File: config.mk
export PLATFORM = sky130hd
export DESIGN_NAME = twi_word_master
export DESIGN_NICKNAME = d
export VERILOG_FILES = /design/src/rtl/twi_pkg.sv /design/src/rtl/twi_qtr_timer.sv /design/src/rtl/twi_seq.sv /design/src/rtl/twi_word_master.sv
export SDC_FILE = /design/constraint.sdc
export NUM_CORES = 1
export LEC_CHECK = 0
export CAP_MARGIN = 20
export CORE_MARGIN = 3
export CORE_UTILIZATION = 40
export CTS_BUF_LIST = sky130_fd_sc_hd__clkbuf_4
export DETAILED_ROUTE_END_ITERATION = 10
export DONT_BUFFER_PORTS = 1
export SLEW_MARGIN = 20
export SYNTH_ARGS = -nofsm -noshare
export SYNTH_HDL_FRONTEND = slang
export SYNTH_SLANG_ARGS = --single-unit
File: constraint.sdc
create_clock -name clk -period 3.73 [get_ports clk]
set_clock_uncertainty 0.05 [all_clocks]
set_input_delay 0.373 -clock clk [delete_from_list [all_inputs] [get_ports clk]]
set_output_delay 0.373 -clock clk [all_outputs]
set_load 0.03 [all_outputs]
File: src/rtl/twi_pkg.sv
package twi_pkg;
    typedef enum logic [1:0] {
        SYM_IDLE,
        SYM_START,
        SYM_BIT,
        SYM_STOP
    } sym_e;

    localparam int SLOT_BITS = 9;
endpackage

File: src/rtl/twi_qtr_timer.sv
module twi_qtr_timer #(
    parameter int CLKS_PER_QTR = 4
) (
    input  logic       clk,
    input  logic       rst_n,
    input  logic       run,
    output logic       tick,
    output logic [1:0] qtr
);
    localparam int CW = (CLKS_PER_QTR > 1) ? $clog2(CLKS_PER_QTR) : 1;
    localparam logic [CW-1:0] LAST = CW'(CLKS_PER_QTR - 1);

    typedef struct packed {
        logic [CW-1:0] cnt;
        logic [1:0]    qtr;
    } tmr_t;

    tmr_t r_q, r_d;

    always_comb begin
        r_d  = r_q;
        tick = run && (r_q.cnt == LAST);
        if (!run) begin
            r_d.cnt = '0;
            r_d.qtr = '0;
        end else if (tick) begin
            r_d.cnt = '0;
            r_d.qtr = r_q.qtr + 2'd1;
        end else begin
            r_d.cnt = r_q.cnt + 1'b1;
        end
    end

    always_ff @(posedge clk or negedge rst_n) begin
        if (!rst_n) r_q <= '0;
        else        r_q <= r_d;
    end

    assign qtr = r_q.qtr;
endmodule

File: src/rtl/twi_seq.sv
module twi_seq
    import twi_pkg::*;
#(
    parameter logic [6:0] DEV_ADDR = 7'h5D
) (
    input  logic        clk,
    input  logic        rst_n,
    input  logic        start,
    input  logic        req_rd,
    input  logic [7:0]  req_index,
    input  logic [15:0] req_wdata,
    input  logic        tick,
    input  logic [1:0]  qtr,
    input  logic        sda_i,
    output logic        busy,
    output logic        done,
    output logic        err,
    output logic [15:0] rdata,
    output logic        scl_o,
    output logic        sda_o,
    output logic        cond_sym
);
    localparam logic [3:0] ACK_SLOT = 4'(SLOT_BITS - 1);

    typedef struct packed {
        logic        active;
        logic [2:0]  step;
        logic [3:0]  bitn;
        logic        rd;
        logic [7:0]  idx;
        logic [15:0] wd;
        logic [7:0]  sh;
        logic [7:0]  hi;
        logic        err;
        logic        done;
        logic [15:0] rdata;
    } seq_t;

    seq_t r_q, r_d;

    logic       is_start, is_stop, is_rx, last_rx, bit_val;
    logic [2:0] stop_step;
    logic [7:0] txb;
    sym_e       sym;

    // step decode: write 0 S,1 addr,2 idx,3 hi,4 lo,5 P
    //              read  0 S,1 addr,2 idx,3 Sr,4 addr_rd,5 rx,6 rx,7 P
    always_comb begin
        stop_step = r_q.rd ? 3'd7 : 3'd5;
        is_start  = (r_q.step == 3'd0) || (r_q.rd && r_q.step == 3'd3);
        is_stop   = (r_q.step == stop_step);
        is_rx     = r_q.rd && (r_q.step == 3'd5 || r_q.step == 3'd6);
        last_rx   = r_q.rd && (r_q.step == 3'd6);
        case (r_q.step)
            3'd1:    txb = {DEV_ADDR, 1'b0};
            3'd2:    txb = r_q.idx;
            3'd3:    txb = r_q.wd[15:8];
            3'd4:    txb = r_q.rd ? {DEV_ADDR, 1'b1} : r_q.wd[7:0];
            default: txb = '0;
        endcase
        if (!r_q.active)  sym = SYM_IDLE;
        else if (is_start) sym = SYM_START;
        else if (is_stop)  sym = SYM_STOP;
        else               sym = SYM_BIT;
        if (r_q.bitn == ACK_SLOT) bit_val = is_rx ? last_rx : 1'b1;
        else                      bit_val = is_rx ? 1'b1 : txb[3'd7 - r_q.bitn[2:0]];
    end

    always_comb begin
        case (sym)
            SYM_START: begin
                scl_o = (qtr == 2'd1) || (qtr == 2'd2);
                sda_o = ~qtr[1];
            end
            SYM_BIT: begin
                scl_o = (qtr == 2'd1) || (qtr == 2'd2);
                sda_o = bit_val;
            end
            SYM_STOP: begin
                scl_o = (qtr != 2'd0);
                sda_o = qtr[1];
            end
            default: begin
                scl_o = 1'b1;
                sda_o = 1'b1;
            end
        endcase
    end

    always_comb begin
        r_d      = r_q;
        r_d.done = 1'b0;
        if (!r_q.active) begin
            if (start) begin
                r_d.active = 1'b1;
                r_d.step   = '0;
                r_d.bitn   = '0;
                r_d.rd     = req_rd;
                r_d.idx    = req_index;
                r_d.wd     = req_wdata;
                r_d.err    = 1'b0;
            end
        end else if (tick) begin
            if (qtr == 2'd1 && sym == SYM_BIT) begin
                if (is_rx && r_q.bitn != ACK_SLOT)
                    r_d.sh = {r_q.sh[6:0], sda_i};
                else if (!is_rx && r_q.bitn == ACK_SLOT && sda_i)
                    r_d.err = 1'b1;
            end
            if (qtr == 2'd3) begin
                case (sym)
                    SYM_START: begin
                        r_d.step = r_q.step + 3'd1;
                        r_d.bitn = '0;
                    end
                    SYM_BIT: begin
                        if (r_q.bitn == ACK_SLOT) begin
                            r_d.bitn = '0;
                            if (r_q.err) begin
                                r_d.step = stop_step;
                            end else begin
                                if (is_rx && !last_rx) r_d.hi = r_q.sh;
                                r_d.step = r_q.step + 3'd1;
                            end
                        end else begin
                            r_d.bitn = r_q.bitn + 4'd1;
                        end
                    end
                    SYM_STOP: begin
                        r_d.active = 1'b0;
                        r_d.done   = 1'b1;
                        if (r_q.rd && !r_q.err) r_d.rdata = {r_q.hi, r_q.sh};
                    end
                    default: ;
                endcase
            end
        end
    end

    always_ff @(posedge clk or negedge rst_n) begin
        if (!rst_n) r_q <= '0;
        else        r_q <= r_d;
    end

    assign busy     = r_q.active;
    assign done     = r_q.done;
    assign err      = r_q.err && !r_q.active;
    assign rdata    = r_q.rdata;
    assign cond_sym = r_q.active && (is_start || is_stop);
endmodule

File: src/rtl/twi_word_master.sv
module twi_word_master #(
    parameter int         CLKS_PER_QTR = 4,
    parameter logic [6:0] DEV_ADDR     = 7'h5D
) (
    input  logic        clk,
    input  logic        rst_n,
    input  logic        req_valid,
    input  logic        req_rd,
    input  logic [7:0]  req_index,
    input  logic [15:0] req_wdata,
    output logic        busy,
    output logic        done,
    output logic        err,
    output logic [15:0] rdata,
    output logic        scl_o,
    output logic        sda_o,
    input  logic        sda_i
);
    logic       tick;
    logic [1:0] qtr;
    logic       accept;
    logic       cond_sym;

    assign accept = req_valid && !busy;

    twi_qtr_timer #(.CLKS_PER_QTR(CLKS_PER_QTR)) u_tmr (
        .clk  (clk),
        .rst_n(rst_n),
        .run  (busy),
        .tick (tick),
        .qtr  (qtr)
    );

    twi_seq #(.DEV_ADDR(DEV_ADDR)) u_seq (
        .clk      (clk),
        .rst_n    (rst_n),
        .start    (accept),
        .req_rd   (req_rd),
        .req_index(req_index),
        .req_wdata(req_wdata),
        .tick     (tick),
        .qtr      (qtr),
        .sda_i    (sda_i),
        .busy     (busy),
        .done     (done),
        .err      (err),
        .rdata    (rdata),
        .scl_o    (scl_o),
        .sda_o    (sda_o),
        .cond_sym (cond_sym)
    );
endmodule

; ---- Yosys cells after proc, flatten, opt, wreduce, memory -nomap -nowiden
; Index checks and enable logic that the tools add are counted.
[word_totals]
reg_bits = 71
in_bits = 29
out_inout_bits = 21
wordCells = 110
[op_classes]
n_addsub = 5
magnitude_cmp = 1
n_eq_ne = 23
n_mux = 35
bitwise_logic = 3
reduce_logical = 30
[ops]
columns = op, count
row1 = 17-bit two-way mux, 3
row2 = 33-bit two-way mux, 1
row3 = 8-bit two-way mux, 4
row4 = 8-bit one-hot mux with 4 select lines, 1
row5 = 18-bit two-way mux, 1
row6 = 16-bit two-way mux, 1
row7 = 5-bit AND reduction, 3
row8 = 7-bit one-hot mux with 2 select lines, 1
row9 = 1-bit logical AND, 12
row10 = 1-bit two-way mux, 11
row11 = 2-bit == test (second input constant), 5
row12 = 2-bit two-way mux, 5
row13 = 2-bit inequality test (second input constant), 5
row14 = 3-bit == test (second input constant), 3
row15 = 4-bit two-way mux, 2
row16 = 4-bit AND reduction, 2
row17 = 7-bit AND reduction, 1
row18 = 3-bit by 2-bit == test with 1-bit output (second input constant), 2
row19 = 3-bit two-way mux, 2
row20 = 3-bit inequality test (second input constant), 2
row21 = 2-bit by 1-bit adder with 2-bit output (second input constant), 2
row22 = 4-bit by 1-bit adder with 4-bit output (second input constant), 1
row23 = 2-bit by 1-bit == test with 1-bit output (second input constant), 2
row24 = 4-bit == test (second input constant), 1
row25 = 16 further kinds, 24

; ---- Depth between registers and ports, before layout
[depth]
depth_word = 11
ltp_mapped = 12
ltp_nobuf = 7

; ---- Cells and area by module
; A second synthesis with hierarchy kept.
[unflattened]
cells_unflattened = 295
area_unflattened_um2 = 3544.6
[by_module_without_submodules]
columns = module, n_inst, cells_per_inst, area_per_inst_um2, seq_area_each_um2
row1 = twi_seq, 1, 278, 3339.5, 1676.6
row2 = twi_qtr_timer, 1, 16, 191.4, 100.1
row3 = twi_word_master, 1, 1, 13.8, 0.0

; ---- Least setup slack after synthesis
; OpenSTA, ideal clock, no wires.
[synth_timing]
path_kind = register to register
start = register u_seq.r_q[65] (netlist bit)
end = register u_seq.r_q, in the netlist u_seq.rdata[10]
setup_ns = 0.125
arrival_ns = 2.329
t_required_ns = 3.555
setup_slack_ns = 1.225
path_stages_with_launch = 13
path_buffers = 5
synth_period_minus_slack_ns = 2.505
path_cell_list = dfrtp_1 buf_2 buf_1 inv_1 ha_1 buf_2 nand2_1 nand4_2 nor2_2 and3_1 buf_6 buf_12 mux2_4
[synth_via]
elab_chain_cells = 7
word_cells_on_any_way = 10
cone_classes = eq/ne (3) / mux (3) / reduce/logical (4)
[synth_lines]
columns = element, line_no
row1 = "start, declared", twi_seq.sv:39  ; seq_t r_q, r_d;
row2 = "start signal, assigned", twi_seq.sv:142  ; else r_q <= r_d;
row3 = 3-bit by 2-bit == test with 1-bit output, twi_seq.sv:50  ; is_start = (r_q.step == 3'd0) || (r_q.rd && r_q.step == 3'd3);
row4 = 1-bit logical AND, twi_seq.sv:50
row5 = 1-bit logical OR, twi_seq.sv:50
row6 = 2-bit two-way mux *, twi_seq.sv:62  ; else if (is_start) sym = SYM_START;
row7 = 2-bit two-way mux *, twi_seq.sv:61  ; if (!r_q.active) sym = SYM_IDLE;
row8 = 2-bit == test *, twi_seq.sv:111  ; case (sym)
row9 = 5-bit AND reduction (no source line) *, -
; Mark *: on every way between the ends. The rest lies on a longest branch, timed or not.
; A chain may end at the register's enable or synchronous reset.

; ---- Worst setup path in the final report
[layout_timing]
start = register u_seq.r_q[65] (netlist bit)
end = output port sda_o
[layout_via]
elab_chain_cells = 7
word_cells_on_any_way = 26
cone_classes = eq/ne (10) / mux (10) / reduce/logical (6)
[layout_lines]
columns = element, line_no
row1 = 3-bit == test (tied with other cells), twi_seq.sv:54  ; case (r_q.step)
row2 = 8-bit one-hot mux with 4 select lines or 1-bit logical AND (tied branches), "twi_seq.sv:54, twi_seq.sv:50"
row3 = 1-bit binary-select mux with 3-bit select or 1-bit logical OR (tied branches), "twi_seq.sv:66, twi_seq.sv:50"
row4 = 1-bit two-way mux (not written as such) or 2-bit two-way mux (tied branches), "twi_seq.sv:66, twi_seq.sv:62"
row5 = 1-bit two-way mux or 2-bit two-way mux (tied branches), "twi_seq.sv:66, twi_seq.sv:61"
row6 = 1-bit two-way mux (tied with other cells), twi_seq.sv:65  ; if (r_q.bitn == ACK_SLOT) bit_val = is_rx ? last_rx : 1'b1;
row7 = 1-bit one-hot mux with 3 select lines *, twi_seq.sv:70  ; case (sym)
row8 = "end, declared", twi_word_master.sv:16  ; output logic sda_o,
; Mark *: on every way between the ends. The rest lies on a longest branch, timed or not. The select of a mux whose other input is x is not followed.

==> metrics.csv <==
stage,metric,value,unit
power,Leakage,1.667,nW
routing,via/cell ratio,5.533,
synthesis,"Avg Cell Area, Syn",12.37,sq um
setup_path,Worst path max stage delay,750,ps
floorplanning,starting density of the core,0.4192,
clocking,cts hold-fix bufs,2,
synthesis,top-count cell post-synth,dfrtp_1,
sta,Final Hold Fails,0,
clocking,H-tree levels,3,
floorplanning,I/O Pins,50,
layout,P&R area growth vs syn,4.024,%
global_routing,largest net degree at the start of global routing,72,
global_routing,vias in the first global route,2167,
floorplanning,Die ar.,0.009944,sq mm
synthesis,Most used DFF post-synth,dfrtp_1,
sta,Slew HR,0.5256,
synthesis,area share of the largest cell type after synthesis,0.5057,
synthesis,"Net Count, Synth",324,
setup_path,CP top delay family,flip-flops,
routing,Final ANT Viol Nets,0,
sta,Worst-Margin Slew,708.4,ps
synthesis,top post-synthesis cells by count,"71 x dfrtp_1, 47 x mux2_2, 16 x buf_4",
clocking,root buf cell,clkbuf_4,
clocking,CTS Buffer Depth,2,
synthesis,"area leader, netlist",dfrtp_1,
setup_path,Crit-path slowest cell,dfrtp_1,
layout,Final nets,311,
clocking,Post-CTS Setup Inserts,0,
global_routing,first-pass GRT wire length,10.93,mm
global_routing,initial antenna violation count,0,
min_path,Min-Delay Path Class,primary input to flip-flop,
routing,via count,2108,
power,cell area power density,479.1,mW/mm^2
routing,DR pass1 iterations,4,
clocking,"CTS clk-pin slew, worst paths",130,ps
synthesis,"top cells by area, synth","dfrtp_1 51%, mux2_2 15%, mux2_4 4.3%, ha_1 3.9%, buf_4 3.4%",
setup_path,Critical Path End Type,primary output,
synthesis,"flops & latches, synth",71,
routing,Iter 0 DRT Violations,119,
synthesis,Synth async-reset ratio,1.000,
clocking,CTS resizes,0,
sta,Tmin final,3091,ps
synthesis,Yosys Warn Count,0,
sta,fmax,323.6,MHz
sta,Setup Total Neg Slack,0,ps
sta,RSZ-0062 raised after global routing,false,
clocking,Sinks on Clock Net,71,
power,Final Power,0.001751,W
setup_path,crit-path cells,"inv_1, ha_1, nand2_1, and2_1, mux2i_1, o21ai_0, o31a_1",
routing,DR DRC count,0,
place,Buffers on Ports,0,
setup_path,Setup Crit Path Kind,flip-flop to primary output,
synthesis,mapped cell area,0.003513,sq mm
routing,WL final,6.586,mm
floorplanning,Die Y,99.72,microns
sta,Slew Limit Fails,0,
outcome,status,completed,
synthesis,post-synthesis sequential area ratio,0.5057,
place,Placer Congestion,0.8085,
synthesis,Post-Synthesis Cells,284,
setup_path,CP arrival,2670,ps
global_routing,total routing usage reported by global routing,0.1411,
synthesis,Post-synth EDFFs,0,
sta,Final Setup Violations,0,
floorplanning,chip width,99.72,microns
clocking,CTS tree,yes,
setup_path,Crit path buffers/inverters,1,
setup_path,CP required,3310,ps
clocking,clk_lat worst skew,420,ps
layout,Ant. Diodes,0,
clocking,CTS Buf Count,9,
job,maximum capacitance violations,0,
power,Peak VDD IR,0.3642,mV
routing,post-DR wirelength/cell,17.29,microns
sta,final period utilization,0.8286,
place,Post-DP HPWL,4.508,mm
setup_path,crit path max fanout,20,
global_routing,GRT overflow,0,
setup_path,Worst Setup Start Kind,flip-flop,
layout,share of cells above drive strength 1,0.2935,
floorplanning,area of the core,0.008382,sq mm
floorplanning,# rows,33,
synthesis,Yosys cell types,44,
metrics by stage:
stage	std cells	setup WS [ps]	utilization	cell area, sq um	hold WS [ps]
finish	381	639.4	0.4360	3655	39.89
global route	381	389.8	0.4360	3655	4.056
CTS	378	614.8	0.4325	3625	14.16
detailed placement	360	1008	0.4120	3453	32.81
global placement	360	1072	0.4120	3453	31.98
floorplan	284	1225	-	3513	27.41
final timing paths:
check	from	end	slack, ps	cells after the start
setup / recovery	u_seq.r_q[65]	sda_o	640	7
hold / removal	req_valid	u_seq.busy	40	2
setup reg to reg	u_seq.r_q[65]	u_seq.rdata[0]	950	8
hold reg to reg	u_tmr.r_q[2]	u_tmr.r_q[2]	390	1
max in group asynchronous	rst_n	u_seq.r_q[61]	2900	2
min in group asynchronous	rst_n	u_seq.rdata[13]	440	2
state kept, by name, indices dropped and copies added, names as in the netlist:
signal       flops
u_tmr.r_q        2
u_seq.r_q       49
u_tmr.qtr        2
u_seq.done       1
u_seq.busy       1
u_seq.rdata     16
cell type report:
type | count | area, sq um
well taps | 105 | 131.4
clock inverters | 7 | 66.31
fillers | 792 | 4727
clock buffers | 9 | 67.56
flip-flops and latches | 71 | 1777
multi-input cells | 172 | 1493
inverters | 10 | 37.54
repair buffers | 7 | 82.58
cell families after synthesis:
logic type,count (synthesis),share of synthesized area
buffers and inverters,41,0.07016
AOI/OAI and AO/OA,37,0.07301
adders and majority gates,11,0.03917
and+or+nand+nor,60,0.09972
xor gates and xnor gates,3,0.007480
muxes,61,0.2048
DFF,71,0.5057
cells in the final DEF, fill, tap and decap left out, drive strengths merged, types with 2 or more instances in the layout:
cell type	n
dfrtp	71
mux2	57
nor2	16
inv	13
ha	11
nand2	9
a21oi	9
clkbuf	9
nand4	9
nand3	7
nand3b	5
o21ai	5
o221ai	4
o211ai	4
a211oi	4
mux2i	4
and3	4
dlygate4sd3	4
xnor2	3
and2	3
buf	3
nand4b	2
a21o	2
clkinvlp	2
nor2b	2
clkinv	2
power by group:
group	switching, W	internal (W)	leakage [nW]	total (W)
clock	0.000315	0.000150	0.0663	0.000464
sequential	0.0000770	0.000833	0.934	0.000910
combinational	0.000219	0.000158	0.667	0.000376
layer usage:
| metal | routed length (microns) | track usage |
|---|---|---|
| met1 | 2985 | 0.1836 |
| met2 | 3099 | 0.2191 |
| met3 | 397 | 0.04979 |
| met4 | 104 | 0.04727 |
| met5 | 0 | 0 |
(Power assumes the default switching activity.)
